===== src/rtl/pmc_pkg.sv =====
package pmc_pkg;

    typedef enum logic [1:0] {
        MODE_FAST = 2'd0,
        MODE_SLOW = 2'd1,
        MODE_IDLE = 2'd2,
        MODE_STOP = 2'd3
    } pmode_e;

    typedef enum logic [2:0] {
        ST_FAST,
        ST_SLOW,
        ST_IDLE,
        ST_STOP,
        ST_WARM
    } pstate_e;

    typedef struct packed {
        logic cpu;
        logic fosc;
        logic sosc;
        logic wkt;
    } clk_en_t;

    typedef struct packed {
        pmode_e     mode;
        logic       keep_fast;
        logic [1:0] div;
    } mode_req_t;

    function automatic logic is_sleep(pmode_e m);
        return (m == MODE_IDLE) || (m == MODE_STOP);
    endfunction

    function automatic logic needs_fast(pmode_e m, logic keep);
        return (m == MODE_FAST) || ((m == MODE_SLOW) && keep);
    endfunction

    function automatic clk_en_t state_enables(pstate_e st, logic keep, logic warm_cpu);
        clk_en_t e;
        case (st)
            ST_FAST: e = '{cpu: 1'b1, fosc: 1'b1, sosc: 1'b1, wkt: 1'b1};
            ST_SLOW: e = '{cpu: 1'b1, fosc: keep, sosc: 1'b1, wkt: 1'b1};
            ST_IDLE: e = '{cpu: 1'b0, fosc: 1'b0, sosc: 1'b1, wkt: 1'b1};
            ST_WARM: e = '{cpu: warm_cpu, fosc: 1'b1, sosc: 1'b1, wkt: 1'b1};
            default: e = '{cpu: 1'b0, fosc: 1'b0, sosc: 1'b0, wkt: 1'b0};
        endcase
        return e;
    endfunction

    function automatic pmode_e state_mode(pstate_e st, pmode_e run_mode);
        case (st)
            ST_FAST: return MODE_FAST;
            ST_SLOW: return MODE_SLOW;
            ST_IDLE: return MODE_IDLE;
            ST_STOP: return MODE_STOP;
            default: return run_mode;
        endcase
    endfunction

endpackage


===== src/rtl/pmc_sync.sv =====
module pmc_sync #(
    parameter int W      = 1,
    parameter int STAGES = 2
) (
    input  logic         clk,
    input  logic         rst,
    input  logic [W-1:0] d,
    output logic [W-1:0] q,
    output logic [W-1:0] q_prev
);
    localparam int LAST = STAGES - 1;

    logic [STAGES-1:0][W-1:0] pipe;

    generate
        if (STAGES > 1) begin : g_multi
            always_ff @(posedge clk) begin
                if (rst) pipe <= '0;
                else     pipe <= {pipe[STAGES-2:0], d};
            end
        end else begin : g_single
            always_ff @(posedge clk) begin
                if (rst) pipe <= '0;
                else     pipe[0] <= d;
            end
        end
    endgenerate

    always_ff @(posedge clk) begin
        if (rst) q_prev <= '0;
        else     q_prev <= pipe[LAST];
    end

    assign q = pipe[LAST];
endmodule


===== src/rtl/pmc_wake_detect.sv =====
module pmc_wake_detect #(
    parameter int N_PIN = 4,
    parameter int N_SRC = 3
) (
    input  logic             clk,
    input  logic             rst,
    input  logic [N_PIN-1:0] pin_now,
    input  logic [N_PIN-1:0] pin_before,
    input  logic [N_PIN-1:0] pin_en,
    input  logic [N_SRC-1:0] src_flag,
    input  logic             wkt_event,
    input  logic             wkt_en,
    output logic             wake,
    output logic             pin_irq
);
    logic [N_PIN-1:0] pin_hit;
    logic             pin_any;

    assign pin_hit = (pin_now ^ pin_before) & pin_en;
    assign pin_any = |pin_hit;
    assign wake    = pin_any | (|src_flag) | (wkt_event & wkt_en);

    always_ff @(posedge clk) begin
        if (rst) pin_irq <= 1'b0;
        else     pin_irq <= pin_any;
    end

    // A pulse can only follow a change on an enabled pin.
    assert_pin_irq_cause_R9: assert property (@(posedge clk) disable iff (rst)
        (((pin_now ^ pin_before) & pin_en) == '0) |=> !pin_irq);
endmodule


===== src/rtl/pmc_mode_fsm.sv =====
module pmc_mode_fsm
    import pmc_pkg::*;
#(
    parameter int SETTLE_TICKS = 4
) (
    input  logic      clk,
    input  logic      rst,
    input  logic      slow_edge,
    input  logic      req_valid,
    input  mode_req_t req,
    input  logic      wake,
    output pstate_e   state,
    output pmode_e    run_mode,
    output logic      keep_q,
    output logic      warm_cpu,
    output logic [1:0] div_q
);
    localparam int CW = $clog2(SETTLE_TICKS + 1);
    localparam logic [CW-1:0] CNT_LAST = CW'(SETTLE_TICKS - 1);

    mode_req_t     pend;
    logic          pend_valid;
    logic          pend_abort;
    logic          wake_pend;
    logic [CW-1:0] cnt;
    logic          fast_on;
    logic          running;

    assign running = (state == ST_FAST) || (state == ST_SLOW);
    assign fast_on = (state == ST_FAST) || ((state == ST_SLOW) && keep_q);

    always_ff @(posedge clk) begin
        if (rst) begin
            state      <= ST_FAST;
            run_mode   <= MODE_FAST;
            keep_q     <= 1'b0;
            warm_cpu   <= 1'b0;
            div_q      <= 2'd0;
            pend       <= '{mode: MODE_FAST, keep_fast: 1'b0, div: 2'd0};
            pend_valid <= 1'b0;
            pend_abort <= 1'b0;
            wake_pend  <= 1'b0;
            cnt        <= '0;
        end else begin
            if (req_valid) begin
                pend       <= req;
                pend_valid <= 1'b1;
                pend_abort <= wake;
            end else if (wake && pend_valid) begin
                pend_abort <= 1'b1;
            end

            case (state)
                ST_FAST, ST_SLOW: begin
                    if (slow_edge && pend_valid && !req_valid) begin
                        pend_valid <= 1'b0;
                        pend_abort <= 1'b0;
                        if (is_sleep(pend.mode)) begin
                            if (!(pend_abort || wake)) begin
                                state     <= (pend.mode == MODE_IDLE) ? ST_IDLE : ST_STOP;
                                div_q     <= pend.div;
                                wake_pend <= 1'b0;
                            end
                        end else begin
                            run_mode <= pend.mode;
                            keep_q   <= pend.keep_fast;
                            div_q    <= pend.div;
                            if (needs_fast(pend.mode, pend.keep_fast) && !fast_on) begin
                                state    <= ST_WARM;
                                warm_cpu <= 1'b1;
                                cnt      <= '0;
                            end else begin
                                state <= (pend.mode == MODE_FAST) ? ST_FAST : ST_SLOW;
                            end
                        end
                    end
                end
                ST_IDLE, ST_STOP: begin
                    if (wake) wake_pend <= 1'b1;
                    if ((wake || wake_pend) && (slow_edge || state == ST_STOP)) begin
                        wake_pend <= 1'b0;
                        if (needs_fast(run_mode, keep_q)) begin
                            state    <= ST_WARM;
                            warm_cpu <= 1'b0;
                            cnt      <= '0;
                        end else begin
                            state <= ST_SLOW;
                        end
                    end
                end
                default: begin
                    if (slow_edge) begin
                        if (cnt == CNT_LAST)
                            state <= (run_mode == MODE_FAST) ? ST_FAST : ST_SLOW;
                        else
                            cnt <= cnt + 1'b1;
                    end
                end
            endcase
        end
    end

    assert_mode_on_slow_edge_R4: assert property (@(posedge clk) disable iff (rst)
        (!slow_edge && state != ST_STOP) |=> $stable(state));

    assert_div_on_slow_edge_R5: assert property (@(posedge clk) disable iff (rst)
        !slow_edge |=> $stable(div_q));

    assert_wake_aborts_sleep_R8: assert property (@(posedge clk) disable iff (rst)
        (running && slow_edge && pend_valid && !req_valid && is_sleep(pend.mode) && wake)
        |=> (state == ST_FAST || state == ST_SLOW));

    assert_idle_exit_R6: assert property (@(posedge clk) disable iff (rst)
        (state == ST_IDLE && slow_edge && wake) |=> (state == ST_WARM || state == ST_SLOW));

    assert_settle_bound_R7: assert property (@(posedge clk) disable iff (rst)
        (state == ST_WARM) |-> (cnt < CW'(SETTLE_TICKS)));
endmodule


===== src/rtl/pmc_power_ctrl.sv =====
module pmc_power_ctrl
    import pmc_pkg::*;
#(
    parameter int N_PIN        = 4,
    parameter int N_SRC        = 3,
    parameter int SYNC_STAGES  = 2,
    parameter int SETTLE_TICKS = 4
) (
    input  logic             clk,
    input  logic             rst,
    input  logic             slow_clk,
    input  logic             req_valid,
    input  logic [1:0]       req_mode,
    input  logic             req_keep_fast,
    input  logic [1:0]       req_div,
    input  logic             wkt_event,
    input  logic [N_SRC-1:0] src_flag,
    input  logic [N_PIN-1:0] pin_in,
    input  logic [N_PIN-1:0] pin_en,
    output logic             cpu_clk_en,
    output logic             fosc_en,
    output logic             sosc_en,
    output logic             wkt_en,
    output logic [1:0]       sys_div,
    output logic [1:0]       cur_mode,
    output logic             fast_settling,
    output logic             pin_irq
);
    logic             slow_q, slow_prev, slow_edge;
    logic [N_PIN-1:0] pin_q, pin_prev;
    logic             wake;
    pstate_e          state;
    pmode_e           run_mode;
    logic             keep_q, warm_cpu;
    clk_en_t          en;
    mode_req_t        req;

    pmc_sync #(.W(1), .STAGES(SYNC_STAGES)) i_slow_sync (
        .clk(clk), .rst(rst), .d(slow_clk), .q(slow_q), .q_prev(slow_prev)
    );

    pmc_sync #(.W(N_PIN), .STAGES(SYNC_STAGES)) i_pin_sync (
        .clk(clk), .rst(rst), .d(pin_in), .q(pin_q), .q_prev(pin_prev)
    );

    assign slow_edge = slow_q & ~slow_prev;
    assign en        = state_enables(state, keep_q, warm_cpu);
    assign req       = '{mode: pmode_e'(req_mode), keep_fast: req_keep_fast, div: req_div};

    pmc_wake_detect #(.N_PIN(N_PIN), .N_SRC(N_SRC)) i_wake (
        .clk(clk), .rst(rst), .pin_now(pin_q), .pin_before(pin_prev), .pin_en(pin_en),
        .src_flag(src_flag), .wkt_event(wkt_event), .wkt_en(en.wkt),
        .wake(wake), .pin_irq(pin_irq)
    );

    pmc_mode_fsm #(.SETTLE_TICKS(SETTLE_TICKS)) i_fsm (
        .clk(clk), .rst(rst), .slow_edge(slow_edge),
        .req_valid(req_valid & en.cpu), .req(req), .wake(wake),
        .state(state), .run_mode(run_mode), .keep_q(keep_q),
        .warm_cpu(warm_cpu), .div_q(sys_div)
    );

    assign cpu_clk_en    = en.cpu;
    assign fosc_en       = en.fosc;
    assign sosc_en       = en.sosc;
    assign wkt_en        = en.wkt;
    assign cur_mode      = state_mode(state, run_mode);
    assign fast_settling = (state == ST_WARM);

    assert_stop_all_off_R2: assert property (@(posedge clk) disable iff (rst)
        (cur_mode == MODE_STOP && !fast_settling) |-> !(cpu_clk_en | fosc_en | sosc_en | wkt_en));

    assert_stop_ignores_wkt_R10: assert property (@(posedge clk) disable iff (rst)
        (cur_mode == MODE_STOP && !fast_settling && src_flag == '0 &&
         ((pin_q ^ pin_prev) & pin_en) == '0) |=> (cur_mode == MODE_STOP));

    assert_no_req_asleep_R11: assert property (@(posedge clk) disable iff (rst)
        (cur_mode == MODE_IDLE && !slow_edge) |=> (cur_mode == MODE_IDLE));
endmodule


===== config.mk =====
export PLATFORM = sky130hd
export DESIGN_NAME = pmc_power_ctrl
export DESIGN_NICKNAME = d
export VERILOG_FILES = /design/src/rtl/pmc_pkg.sv /design/src/rtl/pmc_sync.sv /design/src/rtl/pmc_wake_detect.sv /design/src/rtl/pmc_mode_fsm.sv /design/src/rtl/pmc_power_ctrl.sv
export SDC_FILE = /design/constraint.sdc
export NUM_CORES = 1
export LEC_CHECK = 0
export CORE_MARGIN = 2
export CORE_UTILIZATION = 50
export CTS_CLUSTER_DIAMETER = 40
export CTS_CLUSTER_SIZE = 12
export DETAILED_ROUTE_END_ITERATION = 8
export GPL_ROUTABILITY_DRIVEN = 0
export PLACE_DENSITY = 0.82
export SYNTH_ARGS = -nofsm -noshare
export SYNTH_HDL_FRONTEND = slang
export SYNTH_SLANG_ARGS = --single-unit

===== constraint.sdc =====
create_clock -name clk -period 2.2 [get_ports clk]
set_input_delay 0.55 -clock clk [delete_from_list [all_inputs] [get_ports clk]]
set_output_delay 0.55 -clock clk [all_outputs]
set_load 0.03 [all_outputs]

# After elaboration in Yosys (flattened, before gate mapping)
# Index checks and enable logic that the tools add are counted.
totals:
  register_bits: 36
classes:
  n_reduce_logical: 33
  bitwise: 9
  n_addsub: 1
  mux: 43
  eq_ne: 20
ops:
  columns: ["operator", "n"]
  rows:
  - ["$mux 3", 15]
  - ["$mux 1", 20]
  - ["$pmux 4 s4", 1]
  - ["$pmux 3 s2", 2]
  - ["$ne 2x1->1 const B", 5]
  - ["$reduce_and 5->1", 2]
  - ["$eq 3x2->1 const B", 3]
  - ["$logic_and 1x1->1", 8]
  - ["$pmux 2 s4", 1]
  - ["$logic_or 1x1->1", 7]
  - ["$reduce_and 7->1", 1]
  - ["$ne 2x2->1 const B", 3]
  - ["$ne 3x3->1 const B", 2]
  - ["$reduce_and 3->1", 2]
  - ["$reduce_and 6->1", 1]
  - ["$reduce_bool 3->1", 2]
  - ["$and 4x4->4", 1]
  - ["$eq 2x1->1 const B", 2]
  - ["$eq 2x2->1 const B", 2]
  - ["$logic_not 2->1", 2]
  - ["$mux 2", 2]
  - ["$pmux 1 s2", 2]
  - ["$reduce_or 2->1", 2]
  - ["$reduce_or 4->1", 1]
  - ["12 further kinds", 17]

# Longest topological paths before layout
# Gate-level depths: netlist of run 1.
logic_depth:
  ltp_word: 10
  depth_mapped: 7

# Cells and area by module
# From an unflattened synthesis of run 1, not the netlist that was laid out.
hier_totals:
  cells_unflattened: 164
  hier_area_um2: 1621.6
modules_own_cells:
  columns: ["mod", "seq_area_each_um2", "cells_each", "n_inst", "area_each_um2"]
  rows:
  - ["pmc_mode_fsm", 400.4, 105, 1, 937.1]
  - ["pmc_sync at i_pin_sync", 240.2, 29, 1, 396.6]
  - ["pmc_power_ctrl", 0.0, 14, 1, 113.9]
  - ["pmc_wake_detect", 20.0, 10, 1, 95.1]
  - ["pmc_sync at i_slow_sync", 60.1, 6, 1, 78.8]

# Least setup slack after synthesis of run 1
# No wires, ideal clock.
synth_path:
  path_kind: "input -> register"
  from: "in src_flag[1]"
  to: "reg i_fsm.state[0]"
  slack_ns: 0.348
  required_ns: 2.128
  path_stages: 5
  setup_ns: 0.072
  arrival_time_ns: 1.780
  cell_sequence: "nor3_1 > nand4_2 > or4_4 > a21oi_2 > mux2i_1"
synth_between:
  elab_chain_len: 7
synth_lines:
  columns: ["item", "line", "text"]
  rows:
  - ["start, declared", "pmc_power_ctrl.sv:17", "input logic [N_SRC-1:0] src_flag,"]
  - ["$reduce_or 3->1 (*)", "pmc_wake_detect.sv:21", "assign wake = pin_any | (|src_flag) | (wkt_event & wkt_en);"]
  - ["$or 1x1->1 (*) (2 in a row)", "pmc_wake_detect.sv:21", null]
  - ["$logic_or 1x1->1", "pmc_mode_fsm.sv:80", "if ((wake || wake_pend) && (slow_edge || state == ST_STOP)) begin"]
  - ["$logic_and 1x1->1", "pmc_mode_fsm.sv:80", null]
  - ["$ne 2x1->1 (no line)", null, null]
  - ["$reduce_and 5->1 (no line) (*)", null, null]
  - ["end signal, assigned", "pmc_mode_fsm.sv:60", "state <= (pend.mode == MODE_IDLE) ? ST_IDLE : ST_STOP;"]
  - ["end signal, assigned", "pmc_mode_fsm.sv:73", "state <= (pend.mode == MODE_FAST) ? ST_FAST : ST_SLOW;"]
  - ["end signal, assigned", "pmc_mode_fsm.sv:94", "state <= (run_mode == MODE_FAST) ? ST_FAST : ST_SLOW;"]
  - ["end, declared", "pmc_mode_fsm.sv:12", "output pstate_e state,"]
# Every way passes the cells marked *; elsewhere a longest branch is shown, timed or not.
# A chain may end at the register's enable or synchronous reset.

# Worst setup path after layout of run 1
layout_path:
  from: "reg i_fsm.state[2]"
  to: "out sosc_en"
layout_between:
  elab_chain_len: 2
layout_lines:
  columns: ["item", "line", "text"]
  rows:
  - ["$eq 3x3->1, or another cell as far along", "pmc_pkg.sv:41", "case (st)"]
  - ["$pmux 4 s4 (*)", "pmc_pkg.sv:41", null]
  - ["end, declared", "pmc_power_ctrl.sv:22", "output logic sosc_en,"]
# Marked as above.

==> results of run 1 <==
-- layout by cell type (no fill, tap or decap), types with 2 or more instances in the layout --
cell type	count
nor3_1	5
dfxtp_1	34
buf_4	12
clkbuf_4	5
a211oi_1	3
clkdlybuf4s50_1	23
o21ai_0	4
dfxtp_2	2
inv_1	6
xor2_1	4
nor2_1	20
nor2b_1	18
a22oi_2	2
and2_1	5
mux2i_1	10
dlygate4sd2_1	5
ha_1	2
nand2_1	7
a21oi_1	10
nand2b_1	7
o21ai_1	2
o21a_1	3
-- kinds of logic (layout without fill, tap and decap cells) --
group,Yosys count,count (layout),synth area share [%]
compound gates,35,35,16.5
xor+xnor,4,4,2.22
fa+ha+maj,2,2,1.58
buf+inv,13,55,3.64
flops,36,36,45.6
mux,10,10,6.33
simple gates,70,70,24.1
-- routing by layer --
metal,vias to the layer above,wire (microns),global-route usage [%]
met4,0,76,13.3
met2,32,1740,38.0
met1,598,1410,24.3
met3,7,180,4.98
met5,-,0,0
li1,671,-,-
-- power by group --
group / total [mW] / internal (mW) / switching, mW
combinational: 0.115 / 0.0680 / 0.0468
clock: 0.459 / 0.238 / 0.221
sequential: 0.691 / 0.676 / 0.0145
total: 1.26 / 0.982 / 0.282
-- worst max path at each step --
stage                                        endpoint                         from  slack [ns]
after floorplan           i_fsm.state[0]$_SDFFE_PP0P_                  src_flag[1]        0.35
after global placement    i_fsm.state[0]$_SDFFE_PP0P_                  src_flag[1]       -0.09
after detailed placement  i_fsm.state[0]$_SDFFE_PP0P_                  src_flag[1]       -0.19
after CTS                                  cpu_clk_en  i_fsm.state[0]$_SDFFE_PP0P_       0.008
after global routing                           wkt_en  i_fsm.state[2]$_SDFFE_PP0P_        0.02
final                                         sosc_en  i_fsm.state[2]$_SDFFE_PP0P_        0.12
-- worst max-delay path: stages, from the launching register on --
cell and delay (ns):
dfxtp_1 0.46, a21oi_1 0.08, or2_2 0.29, dlygate4sd2_1 0.36
-- layout make-up --
| type | instances | area [sq um] | share of cell area [%] |
|---|---|---|---|
| multi-input combinational | 121 | 802 | 39.2 |
| sequential | 36 | 723 | 35.3 |
| timing repair buffer | 41 | 369 | 18.0 |
| tap | 44 | 55.1 | 2.69 |
| clock buffer | 6 | 41.3 | 2.02 |
| clock inverter | 2 | 35.0 | 1.71 |
| inverter | 6 | 22.5 | 1.10 |
-- cells in the mapped netlist (all sizes together) --
library cell  instances  area [sq um]
dfxtp                36           721
nor2                 21          81.3
nor2b                18           113
a21oi                11          58.8
mux2i                10           100
nand2                 7          26.3
nand2b                7          43.8
inv                   6          22.5
o21ai                 6          30.0
and2                  5          31.3
nor3                  5          25.0
clkbuf                4          15.0
xor2                  4          35.0
a211oi                3          22.5
buf                   3          20.0
o21a                  3          22.5
a2111oi               2          23.8
a22oi                 2          25.0
ha                    2          25.0
a211o                 1          8.76
a21o                  1          7.51
a221oi                1          8.76
a311oi                1          15.0
and3                  1          6.26
nand3                 1          5.00
nand4                 1          12.5
nand4bb               1          11.3
nor3b                 1          7.51
o211a                 1          10.0
o221a                 1          11.3
o31a                  1          8.76
o41ai                 1          8.76
or2                   1          6.26
or4                   1          11.3
-- flip-flops by register name (all words and copies together), names as in the netlist, 2 cells and up --
| register | cells |
|---|---|
| i_fsm.state | 3 |
| i_fsm.cnt | 3 |
| i_fsm.div_q | 2 |
| i_fsm.run_mode | 2 |
| i_fsm.pend | 5 |
| i_pin_sync.q | 4 |
| i_pin_sync.pipe | 4 |
| i_pin_sync.q_prev | 4 |
-- metrics by stage --
stage / instances / setup WS, ns
global route: 256 / 0.0155
detailed placement: 248 / -0.185
finish: 256 / 0.117
floorplan: 170 / 0.348
global placement: 248 / -0.0858
CTS: 256 / 0.00803
-- what timing repair did --
action | CTS | global route
endpoints found under the setup margin | 6 | 4
gates resized for setup | 6 | 4
cloned | 0 | 0
buffers inserted | 0 | 0
==> results.md, run 1 <==
* Largest net degree at the start of global routing at 17
* # Max-Cap Violations at 0
* Root Driver: clkbuf_4
* Cell area after synthesis at around 0.0016 sq mm
* Worst Hold Depth at 1
* Final setup vio count at 0
* Unrepaired setup endpoints after global routing: no
* Die height at ~60 microns
* Worst-Margin Slew at roughly 0.40 ns
* Final Hold Vio Count at 0
* Status: complete, no violations
* Die X at between 60 and 70 microns
* Vias at 1,308
* DRC Markers at 0
* Utilization after layout at 67.6%
* Detailed placer's ending HPWL at 2660 microns
* CP required at around 1.7 ns
* Clk Latency, worst-skew pair at about 0.34 ns
* # fillers at 257
* Final Power at about 1.3 mW
* Port buffer count at 30
* Netlist cell types at 39
* DRT antenna net count at 0
* Initial Util at a little over half
* Final Instance Area at approximately 0.0020 sq mm
* Clk slew on worst S/H paths at around 0.11 ns
* Relative slew slack at 73.5%
* Fin crit share at between 90% and 100%
* Tmin final at 2.08 ns
* Io pins at 31
* TritonCTS buffer count at 5
* Hold_ws at ~0.45 ns
* YS warnings at 0
* R2r setup slk at ~0.3 ns
* Worst setup SP type: flip-flop
* # rows at 20
* Post-Route WL at ~3400 microns
* Die footprint at between 0.003 and 0.004 sq mm
* Cells after synthesis at 170
* Global-route wire length before repair at 5810 microns
* Hold Path Sink: i_pin_sync.q[2]$_SDFF_PP0_
* Antenna Cells at 0
* Worst R2R Start: i_fsm.state[2]$_SDFFE_PP0P_
* Sequential-to-total area share from yosys stat at between 40% and 50%
* DRT Pass-1 Iters at 4
* Clock Path Buffers at 2
* Reg2Reg Capture Point: i_fsm.state[0]$_SDFFE_PP0P_
* DR iter-0 viols at 32
* Vias in the first global route at ~1,400
* CTS tree: yes
* Core area at between 0.003 and 0.004 sq mm
* R2r worst-path depth at 6
* Nets at 234
* Leak Pwr at 0.835 nW
* WP data arrival at between 1.5 and 2 ns
* Worst setup path category: flip-flop to output port
* Setup TNS at 0 ns
* Worst min path class: flip-flop to flip-flop
* Initial antenna violation count at 0
* Post-DP Area at about 0.0020 sq mm
* Final max-slew violation count at 0
* Post-synth net total at between 150 and 200
* Clock skew at just under 0.008 ns
* Share of layout cells above drive strength 1 at between 10% and 20%
* Vias per cell at between 5 and 6
* H-tree depth at 2
* CTS hold repair buffers at 0
* Routed len/inst at 13.3 microns
* Fmax at just under 500 MHz
* Area Overhead vs Synth at 29.6%
* Power per Cell Area at slightly above 600 mW/mm^2
* #FFs+latches synth at 36
* Remaining Overflow, GRT at 0
* Setup crit end kind: output port
* Synthesized area per cell at between 9 and 10 sq um
* CTS Sinks at 36
* Min-delay src: i_pin_sync.pipe[2]$_SDFF_PP0_
* Crit Path Max Fanout at 8
* VDD IR max at roughly 0.4 mV
* GRT Total Usage at between 20% and 30%
Note: power is estimated with default switching activity, not from simulation.
==> inputs of run 2 (changes only) <==
--- a/config.mk
+++ b/config.mk
@@ -7,11 +7,13 @@
 export LEC_CHECK = 0
 export CORE_MARGIN = 2
 export CORE_UTILIZATION = 50
+export CTS_BUF_LIST = sky130_fd_sc_hd__clkbuf_16
 export CTS_CLUSTER_DIAMETER = 40
 export CTS_CLUSTER_SIZE = 12
 export DETAILED_ROUTE_END_ITERATION = 8
 export GPL_ROUTABILITY_DRIVEN = 0
 export PLACE_DENSITY = 0.82
+export SKIP_LAST_GASP = 1
 export SYNTH_ARGS = -nofsm -noshare
 export SYNTH_HDL_FRONTEND = slang
 export SYNTH_SLANG_ARGS = --single-unit
==> results.md, run 2 (synthesis gave the netlist of run 1 again) <==
* # Max-Cap Violations at 0 (unchanged)
* Clock skew at 0.00399 ns (-0.00393 ns)
* DRT antenna net count at 0 (unchanged)
* Reg2Reg Capture Point: i_fsm.state[0]$_SDFFE_PP0P_
* Root Driver: clkbuf_16
* Most common cell after layout, fill and taps aside: dfxtp_1
* CP delay by family, top: simple AND/OR/NAND/NOR gates
* DRC Markers at 0 (unchanged)
* Setup crit end kind: flip-flop
* Worst R2R Start: i_fsm.state[1]$_SDFFE_PP0P_
* Die footprint at 0.00363 sq mm (unchanged)
* Fin crit share at 96.3% (+1.6 points)
* Global-route wire length before repair at 6150 microns (+5.9%)
* Power per Cell Area at 742 mW/mm^2 (+20%)
* Final setup vio count at 0 (unchanged)
* VDD IR max at 0.546 mV (+37%)
* Worst setup path category: primary input to flip-flop
* Relative slew slack at 74.9% (+1.3 points)
* GRT Total Usage at 23.4% (+1.3 points)
* R2r setup slk at 0.22 ns (-0.08 ns)
* Min-delay src: i_pin_sync.pipe[3]$_SDFF_PP0_
* Vias in the first global route at 1,422 (+3.4%)
* CTS tree: yes
* Detailed placer's ending HPWL at 2660 microns (unchanged)
* Final Power at 1.59 mW (+26%)
* Clk Latency, worst-skew pair at 0.28 ns (-0.06 ns)
* Unrepaired setup endpoints after global routing: no
* Largest net degree at the start of global routing at 17 (unchanged)
* Antenna Cells at 0 (unchanged)
* Fmax at 472 MHz (-1.7%)
* Setup TNS at 0 ns (unchanged)
* Hold_ws at 0.448 ns (-0.00461 ns)
* Hold Path Sink: i_pin_sync.q[3]$_SDFF_PP0_
* Max reg flops at 5 (unchanged)
* Share of layout cells above drive strength 1 at 13.7% (-0.94 points)
* Post-Route WL at 3660 microns (+7.3%)
* Final Hold Vio Count at 0 (unchanged)
* Port buffer count at 30 (unchanged)
* Final max-slew violation count at 0 (unchanged)
* Fin cells at 256 (unchanged)
* Largest reg by FF count: i_fsm.pend
* Die height at 60.2 microns (unchanged)
* DRT Pass-1 Iters at 5 (+1)
* Worst Hold Depth at 1 (unchanged)
* # fillers at 243 (-5.4%)
* Worst path bufs/invs at 1 (unchanged)
* Crit Path Max Fanout at 4 (-4)
* Remaining Overflow, GRT at 0 (unchanged)
* TritonCTS buffer count at 5 (unchanged)
* Tmin final at 2.12 ns (+0.0361 ns)
* Leak Pwr at 0.893 nW (+6.9%)
* CTS Sinks at 36 (unchanged)
* Clk slew on worst S/H paths at 0.05 ns (-0.06 ns)
* Area Overhead vs Synth at 35.9%
* Worst setup SP type: primary input
* Cell breakdown of the critical path: clkdlybuf4s50_1 > a22oi_2 > nand4_2 > or4_4 > a21oi_2 > mux2i_1
* Core area at 0.00303 sq mm (unchanged)
* Nets at 234 (unchanged)
* # rows at 20 (unchanged)
* Io pins at 31 (unchanged)
* DR iter-0 viols at 48 (+50%)
* R2r worst-path depth at 6 (unchanged)
* Post-cts sizing count at 5 (-1)
* Postcts setup bufs at 0 (unchanged)
* Worst-Margin Slew at 0.377 ns (-0.0197 ns)
* Die X at 60.2 microns (unchanged)
* Vias at 1,326 (+1.4%)
* Routed len/inst at 14.3 microns (+7.3%)
* CP max stage delay at 0.57 ns (+0.11 ns)
* Initial antenna violation count at 0 (unchanged)
* Initial Util at 52.2% (unchanged)
* Final worst slack at 0.0811 ns (-0.0361 ns)
* CP required at 2.41 ns (+0.76 ns)
* Commonest non-fill, non-tap cells in the layout: dfxtp_1, clkdlybuf4s50_1, nor2_1, nor2b_1, buf_4
* Status: complete, no violations
* Vias per cell at 5.18 (+1.4%)
* CTS hold repair buffers at 0 (unchanged)
* WP data arrival at 2.33 ns (+0.80 ns)
* Placed Cells at 248 (unchanged)
* H-tree depth at 2 (unchanged)
* Clock Path Buffers at 2 (unchanged)
* Slowest stage cell, crit path: or4_4
* Worst min path class: flip-flop to flip-flop
* Pre-CTS WS at -0.185 ns (unchanged)
run 2: worst max path at each step:
stage                                     start                          end  cells after the start
finish                                pin_en[1]  i_fsm.state[0]$_SDFFE_PP0P_                      6
global route        i_fsm.state[0]$_SDFFE_PP0P_                   cpu_clk_en                      4
floorplan                           src_flag[1]  i_fsm.state[0]$_SDFFE_PP0P_                      5
CTS                 i_fsm.state[0]$_SDFFE_PP0P_                fast_settling                      3
detailed placement                  src_flag[1]  i_fsm.state[0]$_SDFFE_PP0P_                      6
global placement                    src_flag[1]  i_fsm.state[0]$_SDFFE_PP0P_                      6
run 2: cell type report:
cell class	instances	area (sq um)	share of cell area (%)
clock buffer	5	125	5.83
clock inverter	3	38.8	1.81
inverter	6	22.5	1.05
multi-input combinational	121	807	37.6
sequential	36	721	33.6
tap	44	55.1	2.56
timing repair buffer	41	378	17.6
run 2: through the flow:
step | util [%] | instance area [sq um]
3_5_place_dp | 65.4 | 1980
6_report | 70.9 | 2150
2_1_floorplan | - | 1580
4_1_cts | 70.6 | 2140
5_1_grt | 70.9 | 2150
3_3_place_gp | 65.4 | 1980
run 2: per-layer routing:
metal	routed length [microns]	global-route usage, %
met1	1430	24.9
met2	1970	42.7
met3	164	5.41
met4	89	11.1
met5	0	0
run 2: worst reg2reg max path, delay by kind of cell, from the launching register on:
kind | cells | cell delay, ns
AOI/OAI and AO/OA | 3 | 0.50
muxes | 1 | 0.20
and+or+nand+nor | 2 | 0.75
DFF | 1 | 0.46
run 2: report_power, final:
part           switching [mW]  internal (mW)
logic                  0.0482         0.0683
registers              0.0150          0.677
clock network           0.258          0.527
total                   0.321           1.27
